File: config.mk
export PLATFORM = sky130hd
export DESIGN_NAME = l4_csum_check
export DESIGN_NICKNAME = d
export VERILOG_FILES = /design/src/rtl/l4cc_pkg.sv /design/src/rtl/l4cc_parser.sv /design/src/rtl/l4cc_accum.sv /design/src/rtl/l4cc_status.sv /design/src/rtl/l4_csum_check.sv
export SDC_FILE = /design/constraint.sdc
export NUM_CORES = 1
export LEC_CHECK = 0
export ABC_AREA = 1
export BUFFER_PORTS_ARGS = -buffer_cell sky130_fd_sc_hd__buf_2
export CORE_ASPECT_RATIO = 0.75
export CORE_MARGIN = 5
export CORE_UTILIZATION = 65
export CTS_CLUSTER_SIZE = 10
export DETAILED_ROUTE_END_ITERATION = 12
export GPL_ROUTABILITY_DRIVEN = 1
export HOLD_SLACK_MARGIN = 0.02
export PLACE_DENSITY = 0.84
export SLEW_MARGIN = 25
export SYNTH_ARGS = -nofsm -noshare
export SYNTH_HDL_FRONTEND = slang
export SYNTH_HIERARCHICAL = 1
export SYNTH_SLANG_ARGS = --single-unit
File: constraint.sdc
create_clock -name clk_i -period 10.4 [get_ports clk_i]
set_input_delay 0.52 -clock clk_i [delete_from_list [all_inputs] [get_ports clk_i]]
set_output_delay 0.52 -clock clk_i [all_outputs]
set_load 0.03 [all_outputs]
File: src/rtl/l4cc_pkg.sv
package l4cc_pkg;
  localparam logic [15:0] ETYPE_V4  = 16'h0800;
  localparam logic [15:0] ETYPE_V6  = 16'h86DD;
  localparam logic [7:0]  PROTO_TCP = 8'd6;
  localparam logic [7:0]  PROTO_UDP = 8'd17;
  localparam int ETH_LEN = 14;
  localparam int V6_LEN  = 40;
  localparam int V4_ADR_LO = ETH_LEN + 12;
  localparam int V4_ADR_HI = ETH_LEN + 19;
  localparam int V6_ADR_LO = ETH_LEN + 8;
  localparam int V6_ADR_HI = ETH_LEN + 39;
  localparam int ST_ERR  = 16;
  localparam int ST_FRAG = 17;
  localparam int ST_TCP  = 18;
  localparam int ST_V6   = 19;
  localparam int ST_V4   = 20;

  // raw header bytes captured by absolute frame offset
  typedef struct packed {
    logic [15:0] etype;   // 12-13
    logic [7:0]  vihl;    // 14
    logic [15:0] w16;     // 16-17
    logic [15:0] w18;     // 18-19
    logic [15:0] w20;     // 20-21
    logic [7:0]  b23;     // 23
    logic [15:0] l4ck;    // transport checksum field
  } hdr_t;

  function automatic logic [15:0] oc_add(input logic [15:0] a, input logic [15:0] b);
    logic [16:0] s;
    s = {1'b0, a} + {1'b0, b};
    return s[15:0] + {15'd0, s[16]};
  endfunction

  function automatic logic is_v4(input hdr_t h);
    return h.etype == ETYPE_V4 && h.vihl[7:4] == 4'd4 && h.vihl[3:0] >= 4'd5;
  endfunction

  function automatic logic is_v6(input hdr_t h);
    return h.etype == ETYPE_V6 && h.vihl[7:4] == 4'd6;
  endfunction

  function automatic logic [16:0] l4_lo(input hdr_t h);
    return is_v4(h) ? 17'(ETH_LEN) + 17'({h.vihl[3:0], 2'b00}) : 17'(ETH_LEN + V6_LEN);
  endfunction

  function automatic logic [16:0] l4_hi(input hdr_t h);
    return is_v4(h) ? 17'(ETH_LEN) + {1'b0, h.w16} : 17'(ETH_LEN + V6_LEN) + {1'b0, h.w18};
  endfunction

  function automatic logic [15:0] l4_len(input hdr_t h);
    return is_v4(h) ? h.w16 - {10'd0, h.vihl[3:0], 2'b00} : h.w18;
  endfunction

  function automatic logic [7:0] proto_of(input hdr_t h);
    return is_v4(h) ? h.b23 : h.w20[15:8];
  endfunction

  function automatic logic frag_of(input hdr_t h);
    return is_v4(h) && (h.w20[13] || h.w20[12:0] != 13'd0);
  endfunction
endpackage

File: src/rtl/l4cc_parser.sv
module l4cc_parser
  import l4cc_pkg::*;
#(
  parameter int IDX_W = 16
) (
  input  logic       clk_i,
  input  logic       rst_ni,
  input  logic       valid_i,
  input  logic       sof_i,
  input  logic [7:0] data_i,
  output hdr_t       hdr_d_o,
  output logic       in_sum_o,
  output logic       odd_o
);
  localparam logic [IDX_W-1:0] IDX_MAX = '1;

  logic [IDX_W-1:0] idx_q, idx;
  hdr_t             hdr_q, base, hdr_d;
  logic             v4, v6, in_adr, in_l4;
  logic [16:0]      idx_x, lo, hi;

  always_comb begin
    idx   = sof_i ? '0 : idx_q;
    base  = sof_i ? '0 : hdr_q;
    idx_x = 17'(idx);
    v4    = is_v4(base);
    v6    = is_v6(base);
    lo    = l4_lo(base);
    hi    = l4_hi(base);
    hdr_d = base;
    case (idx)
      IDX_W'(12): hdr_d.etype[15:8] = data_i;
      IDX_W'(13): hdr_d.etype[7:0]  = data_i;
      IDX_W'(14): hdr_d.vihl        = data_i;
      IDX_W'(16): hdr_d.w16[15:8]   = data_i;
      IDX_W'(17): hdr_d.w16[7:0]    = data_i;
      IDX_W'(18): hdr_d.w18[15:8]   = data_i;
      IDX_W'(19): hdr_d.w18[7:0]    = data_i;
      IDX_W'(20): hdr_d.w20[15:8]   = data_i;
      IDX_W'(21): hdr_d.w20[7:0]    = data_i;
      IDX_W'(23): hdr_d.b23         = data_i;
      default: ;
    endcase
    if ((v4 || v6) && idx_x == lo + 17'd6) hdr_d.l4ck[15:8] = data_i;
    if ((v4 || v6) && idx_x == lo + 17'd7) hdr_d.l4ck[7:0]  = data_i;
    in_adr = (v4 && idx_x >= 17'(V4_ADR_LO) && idx_x <= 17'(V4_ADR_HI)) ||
             (v6 && idx_x >= 17'(V6_ADR_LO) && idx_x <= 17'(V6_ADR_HI));
    in_l4  = (v4 || v6) && idx_x >= lo && idx_x < hi;
  end

  assign hdr_d_o  = hdr_d;
  assign in_sum_o = valid_i && (in_adr || in_l4);
  assign odd_o    = idx[0];

  always_ff @(posedge clk_i or negedge rst_ni) begin
    if (!rst_ni) begin
      idx_q <= '0;
      hdr_q <= '0;
    end else if (valid_i) begin
      idx_q <= (idx == IDX_MAX) ? idx : idx + 1'b1;
      hdr_q <= hdr_d;
    end
  end
endmodule

File: src/rtl/l4cc_accum.sv
module l4cc_accum
  import l4cc_pkg::*;
(
  input  logic        clk_i,
  input  logic        rst_ni,
  input  logic        valid_i,
  input  logic        sof_i,
  input  logic        in_sum_i,
  input  logic        odd_i,
  input  logic [7:0]  data_i,
  output logic [15:0] sum_d_o
);
  logic [15:0] acc_q, base, term;

  always_comb begin
    base    = sof_i ? 16'd0 : acc_q;
    term    = odd_i ? {8'd0, data_i} : {data_i, 8'd0};
    sum_d_o = in_sum_i ? oc_add(base, term) : base;
  end

  always_ff @(posedge clk_i or negedge rst_ni) begin
    if (!rst_ni)      acc_q <= '0;
    else if (valid_i) acc_q <= sum_d_o;
  end
endmodule

File: src/rtl/l4cc_status.sv
module l4cc_status
  import l4cc_pkg::*;
#(
  parameter int ST_W = 32
) (
  input  logic            clk_i,
  input  logic            rst_ni,
  input  logic            valid_i,
  input  logic            eof_i,
  input  logic [15:0]     sum_d_i,
  input  hdr_t            hdr_d_i,
  output logic [ST_W-1:0] status_o,
  output logic            status_vld_o
);
  logic [15:0]     fin;
  logic [7:0]      proto;
  logic            v4, v6, tcp, udp, frag, zero_ok, err;
  logic [ST_W-1:0] word;

  always_comb begin
    v4      = is_v4(hdr_d_i);
    v6      = is_v6(hdr_d_i);
    proto   = proto_of(hdr_d_i);
    frag    = frag_of(hdr_d_i);
    tcp     = proto == PROTO_TCP;
    udp     = proto == PROTO_UDP;
    fin     = oc_add(oc_add(sum_d_i, {8'd0, proto}), l4_len(hdr_d_i));
    zero_ok = v4 && udp && hdr_d_i.l4ck == 16'd0;
    err     = !frag && fin != 16'hFFFF && !zero_ok;
    word    = '0;
    if ((v4 || v6) && (tcp || udp)) begin
      word[15:0]    = fin;
      word[ST_ERR]  = err;
      word[ST_FRAG] = frag;
      word[ST_TCP]  = tcp;
      word[ST_V6]   = v6;
      word[ST_V4]   = v4;
    end
  end

  always_ff @(posedge clk_i or negedge rst_ni) begin
    if (!rst_ni) begin
      status_o     <= '0;
      status_vld_o <= 1'b0;
    end else begin
      status_vld_o <= valid_i && eof_i;
      if (valid_i && eof_i) status_o <= word;
    end
  end
endmodule

File: src/rtl/l4_csum_check.sv
module l4_csum_check
  import l4cc_pkg::*;
#(
  parameter int IDX_W = 16,
  parameter int ST_W  = 32
) (
  input  logic            clk_i,
  input  logic            rst_ni,
  input  logic            valid_i,
  input  logic            sof_i,
  input  logic            eof_i,
  input  logic [7:0]      data_i,
  output logic [ST_W-1:0] status_o,
  output logic            status_vld_o
);
  hdr_t        hdr_d;
  logic        in_sum, odd;
  logic [15:0] sum_d;

  l4cc_parser #(.IDX_W(IDX_W)) u_parse (
    .clk_i(clk_i), .rst_ni(rst_ni), .valid_i(valid_i), .sof_i(sof_i),
    .data_i(data_i), .hdr_d_o(hdr_d), .in_sum_o(in_sum), .odd_o(odd)
  );

  l4cc_accum u_acc (
    .clk_i(clk_i), .rst_ni(rst_ni), .valid_i(valid_i), .sof_i(sof_i),
    .in_sum_i(in_sum), .odd_i(odd), .data_i(data_i), .sum_d_o(sum_d)
  );

  l4cc_status #(.ST_W(ST_W)) u_stat (
    .clk_i(clk_i), .rst_ni(rst_ni), .valid_i(valid_i), .eof_i(eof_i),
    .sum_d_i(sum_d), .hdr_d_i(hdr_d), .status_o(status_o),
    .status_vld_o(status_vld_o)
  );
endmodule

-- Yosys cells after proc, flatten, opt, wreduce, memory -nomap -nowiden
Cells that the tools add are included.
- add/sub/neg operators: 13
- $lt $le $gt $ge: 8
- equality and inequality tests: 24
- mux-type cells: 23
- reduce and logical (&&, ||, !) cells: 32
- operator list (cell ; number):
    $eq 16x5->1 const B ; 7
    $mux 8 ; 13
    $mux 16 ; 6
    $mux 96 ; 1
    $add 16x1->16 ; 3
    $eq 16x16->1 const B ; 3
    $eq 16x4->1 const B ; 3
    $add 16x16->17 ; 2
    $add 17x3->17 const B ; 2
    $eq 16x17->1 ; 2
    $mux 17 ; 2
    $eq 16x12->1 const B ; 2
    $ge 16x5->1 const B ; 2
    $le 16x6->1 const B ; 2
    $logic_and 1x1->1 ; 22
    $mux 21 ; 1
    $add 16x8->17 ; 1
    $add 4x16->17 const A ; 1
    $add 6x16->17 const A ; 1
    $ge 16x17->1 ; 1
    $lt 16x17->1 ; 1
    $add 16x1->16 const B ; 1
    $eq 4x3->1 const B ; 4
    $logic_not 16->1 ; 1
    9 further kinds ; 16
- bits in registers: 150
- output and inout bits: 33

-- Logic depth before layout (Yosys ltp)
- depth after elaboration: 19
- gate-level depth with buffers: 77
- depth with buffers taken out: 71

-- Hierarchy
The synthesis kept the hierarchy.
- modules (own cells, without submodules) (module ; instances ; cells each ; area an instance (sq um) ; sequential area each (sq um)):
    l4cc_parser ; 1 ; 1227 ; 8105.3 ; 2802.7
    l4cc_status ; 1 ; 775 ; 4599.4 ; 550.5
    l4cc_accum ; 1 ; 447 ; 2481.1 ; 400.4

-- Worst setup path before layout
OpenSTA, ideal clock, no wires.
- path kind: input -> register
- from: input port sof_i
- to: register u_stat.status_o[16]
- library setup time: 117 ps
- data arrival time: 9212 ps
- required time: 10283 ps
- slack: 1071 ps
- stages on the path: 72
- path buffers: 8
- path through: buf_6 > buf_6 > clkbuf_1 > clkbuf_1 > nor2_1 > inv_1 > ha_1 > nand2_1 > nand2_1 > nand2_1 > nand2_1 > inv_1 > nand3_2 > clkbuf_1 > clkbuf_1 > nand2_1 > o21ai_0 > inv_1 > (+36 left out) > nand2_1 > a21oi_1 > o21bai_1 > ha_1 > ha_1 > inv_1 > nor2_1 > nand3_1 > nor2_4 > nand2_1 > nand2_1 > nand2_1 > inv_1 > nand2_1 > nor2_1 > nand3_1 > nand2_1 > nand2_1
- cells in the longest elaborated chain, start to end: 19
- elaborated cells on any way between the ends: 96
- classes of those cells: 12 x add/sub; 8 x order compare; 23 x eq/ne; 22 x mux; 31 x reduce/logical
- ends and longest elaborated chain (element ; line ; text):
    from (decl) ; l4_csum_check.sv:10 ; input logic sof_i,
    parallel branches: the longest is 8 deep, another holds $add 6x16->17 ; n/a ;
    $logic_or 1x1->1 (*) ; l4cc_parser.sv:52 ; assign in_sum_o = valid_i && (in_adr || in_l4);
    $logic_and 1x1->1 (*) ; l4cc_parser.sv:52 ;
    net in_sum ; l4_csum_check.sv:17 ; logic in_sum, odd;
    $mux 16 (*) ; l4cc_accum.sv:18 ; sum_d_o = in_sum_i ? oc_add(base, term) : base;
    net sum_d[2] ; l4_csum_check.sv:18 ; logic [15:0] sum_d;
    $add 16x8->17 (*) ; l4cc_pkg.sv:31 ; s = {1'b0, a} + {1'b0, b};
    $add 16x1->16 (*) ; l4cc_pkg.sv:32 ; return s[15:0] + {15'd0, s[16]};
    $add 16x16->17 (*) ; l4cc_pkg.sv:31 ;
    $add 16x1->16 (*) ; l4cc_pkg.sv:32 ;
    $ne 16x16->1 (*) ; l4cc_status.sv:29 ; err = !frag && fin != 16'hFFFF && !zero_ok;
    $logic_and 1x1->1 (*) (2 in series) ; l4cc_status.sv:29 ;
    $mux 21 (*) ; l4cc_status.sv:31 ; if ((v4 || v6) && (tcp || udp)) begin
    to (signal assigned) ; l4cc_status.sv:47 ; if (valid_i && eof_i) status_o <= word;
    to (decl) ; l4cc_status.sv:12 ; output logic [ST_W-1:0] status_o,
Mark *: on every way through the listed nets, which the timed path passes.
A chain may end at the register's enable or synchronous reset.

-- Worst setup path after layout
Ends and elaborated chain as after synthesis.

==> summary.txt <==
Largest net degree at the start of global routing = 107
CTS Buffer Depth = 2
Worst skew pair latency = 0.45 ns
Row cnt = 48
Proportion of layout cells with a drive suffix above 1 = 9.57%
Hold Fails Final Rpt = 0
Max IR drop VDD = 0.000122 V
Number of global-route vias before repair = 14500
Slowest stage delay, CP = 0.43 ns
Full die area = 0.0266 mm²
Synth cell types = 64
Synth top cells by count = 775 x nand2_1, 363 x inv_1, 228 x nor2_1
Hold buffers post-CTS = 0
Initial antenna violation count = 0
Synthesized area per cell = 6.20 µm²
Post-synth EDFFs = 0
Area Overhead vs Synth = 6.01%
Post-layout minimum cycle time = 9.51 ns
Most used DFF post-synth = dfrtp_1
Placer Congestion = 1.04
Reg2Reg Depth = 65
Setup TNS = 0 ns
Yosys top cell area share = 24.7%
CTS tree = done
Multi-input gate area = 0.00962 mm²
H-tree depth = 4
Drt first pass iters = 6
Via count = 15900
Vias/cell = 5.75
Slew Limit Headroom = 36.8%
Fill cells = 2027
Area leader, netlist = dfrtp_1
Period Utilization, post-route = 91.4%
CTS clk-pin slew, worst paths = 0.06 ns
Synth warn = 6
Setup WS pre-CTS = 0.232 ns
CP arrival = 9.84 ns
Antenna cells = 0
Post-synthesis register bit count = 150
Number of port buffers = 34
TritonCTS buffer count = 17
DRT iter0 DRCs = 2035
WP data required = 10.73 ns
Pwr dens = 83.7 mW/mm²
HP Class = in2async
Leak Pwr = 8.38 nW
Layout Nets = 2548
Post-Synthesis Cells = 2449
DP HPWL = 34.1 mm
Max Fclk = 0.105 GHz
CTS root buffer = clkbuf_16
GRT Total Usage = 33.3%
Crit path launch type = input pin
Worst Skew = 0.0139 ns
Final setup margin = 0.894 ns
CP startpoint = sof_i
Final setup violation count = 0
Die width = 186 µm
Synthesized area = 0.0152 mm²
Status = complete, no violations
R2R Setup Slk = 1.03 ns
DRT antenna net count = 0
CTS Sinks = 150
RSZ-0062 raised after global routing = no
Reg area = 0.00375 mm²
Maximum fanout along the worst path = 23
CP Class = in2reg
Critical Path Slowest Stage Cell = ha_2
Setup crit end kind = flip-flop
Max Cap Violations = 0
Post-synth ARST share = 100%
Initial Utilization = 66.0%
Worst-margin pin slew = 0.949 ns
Largest cells by area after synthesis = dfrtp_1 25%, nand2_1 19%, inv_1 9.0%, ha_1 6.5%, o21ai_0 5.8%
Die Ht = 142 µm
Seq/Total Area, Yosys = 24.7%
Reg-to-reg critical path startpoint = u_parse/hdr_q[72]
Most used cell, CP = nand2_1
Pins Over Slew Limit = 0
Overflow after GRT = 0
I/O Pins = 46
R2R Path End = u_stat/status_o[16]
Post-route DRC = 0
Routed len/inst = 16.2 µm
Core Area = 0.0230 mm²
Final wirelength = 44.7 mm
First-pass GRT wire length = 73.0 mm
Critical Path Sink = u_stat/status_o[16]
Cell with the most instances after synthesis = nand2_1
==> sequential cells by signal (all words and copies together), names as in the netlist <==
name                 cells
u_parse/hdr_q           96
u_stat/status_o         21
u_stat/status_vld_o      1
u_parse/idx_q           16
u_acc/acc_q             16
==> per-stage QoR <==
step                total power, mW  util (%)  area (µm²)  hold slack [ns]  cells
CTS                            1.35      69.6       16000            0.191   2758
global route                   1.39      70.0       16100            0.238   2765
detailed placement            0.745      67.1       15400            0.465   2726
floorplan                     0.698         -       15200            0.224   2459
finish                         1.35      70.0       16100            0.164   2765
global placement              0.742      67.1       15400            0.459   2726
==> area by class of cell <==
| type | instances | area share [%] |
|---|---|---|
| Timing Repair Buffer | 55 | 2.13 |
| Multi-Input combinational cell | 1849 | 59.7 |
| Clock buffer | 19 | 2.75 |
| Clock inverter | 13 | 0.738 |
| Tap cell | 300 | 2.33 |
| Inverter | 378 | 8.95 |
| Timing Repair inverter | 1 | 0.0311 |
| Sequential cell | 150 | 23.3 |
==> worst min path at each step <==
stage                       startpoint                 end  slack (ns)  cells after the start
floorplan                       rst_ni      u_acc/acc_q[0]        0.22                      0
global placement    u_stat/status_o[3]  u_stat/status_o[3]        0.46                      2
detailed placement    u_parse/hdr_q[8]    u_parse/hdr_q[8]        0.46                      2
CTS                             rst_ni   u_parse/hdr_q[94]        0.19                      1
global route                    rst_ni   u_parse/hdr_q[88]        0.24                      1
finish                          rst_ni   u_parse/hdr_q[85]        0.16                      1
==> cells in the final DEF, fill, tap and decap left out, types with 3 or more instances in the layout <==
cell type	instances
nand3_2	15
nand2_1	775
fa_1	4
clkinv_2	3
a22o_1	4
nor2_1	227
nand4_1	45
inv_2	13
buf_4	21
nor2_2	18
buf_2	31
nor3_1	27
nor2_4	15
xor2_4	3
clkbuf_16	17
xor2_1	38
inv_6	5
a21oi_1	55
nor3_2	6
o21ai_1	34
o21bai_1	4
nand3_1	169
a21boi_1	4
inv_1	361
a31oi_1	5
ha_1	78
nand2_4	3
dfrtp_1	150
xor2_2	3
a21oi_2	4
nand3b_1	7
nand2_2	33
conb_1	11
nor4_1	12
o21ai_0	175
xnor2_1	16
o21ai_2	18
clkinvlp_4	6
and2_1	3
==> power breakdown <==
group	leakage, nW	internal, mW	switching (mW)	total, mW
Sequential	2.09	0.587	0.00164	0.588
Clock	0.267	0.338	0.272	0.609
Combinational	6.02	0.0312	0.119	0.150
==> logic make-up after synthesis <==
kind of cell / after synthesis / share of synthesized area (%)
fa+ha+maj: 83 / 7.04
flops: 150 / 24.7
compound gates: 325 / 12.0
simple gates: 1368 / 39.7
mux: 1 / 0.0659
buf+inv: 460 / 12.3
other cells: 1 / 0.0247
xor+xnor: 61 / 4.09
==> metal layers <==
metal | up-vias | wire (µm) | global-route usage (%)
li1 | 7752 | - | -
met2 | 816 | 18700 | 50.9
met3 | 77 | 5150 | 7.48
met5 | - | 0 | 0
met4 | 0 | 932 | 9.28
met1 | 7251 | 19900 | 48.1
==> critical path, delay by kind of cell <==
| family | cells | cell delay, ns |
|---|---|---|
| AND/OR/NAND/NOR | 37 | 4.24 |
| adder cells (fa/ha/maj) | 7 | 1.90 |
| AO/OA/AOI/OAI | 9 | 1.49 |
| buffers and inverters | 7 | 1.18 |
| XOR/XNOR | 3 | 0.48 |
==> repair_timing <==
item                                    CTS  global route
resized for setup                         0            14
endpoints found under the setup margin    0            10
setup buffers                             0             6
Power figures use the tool's default switching activity.
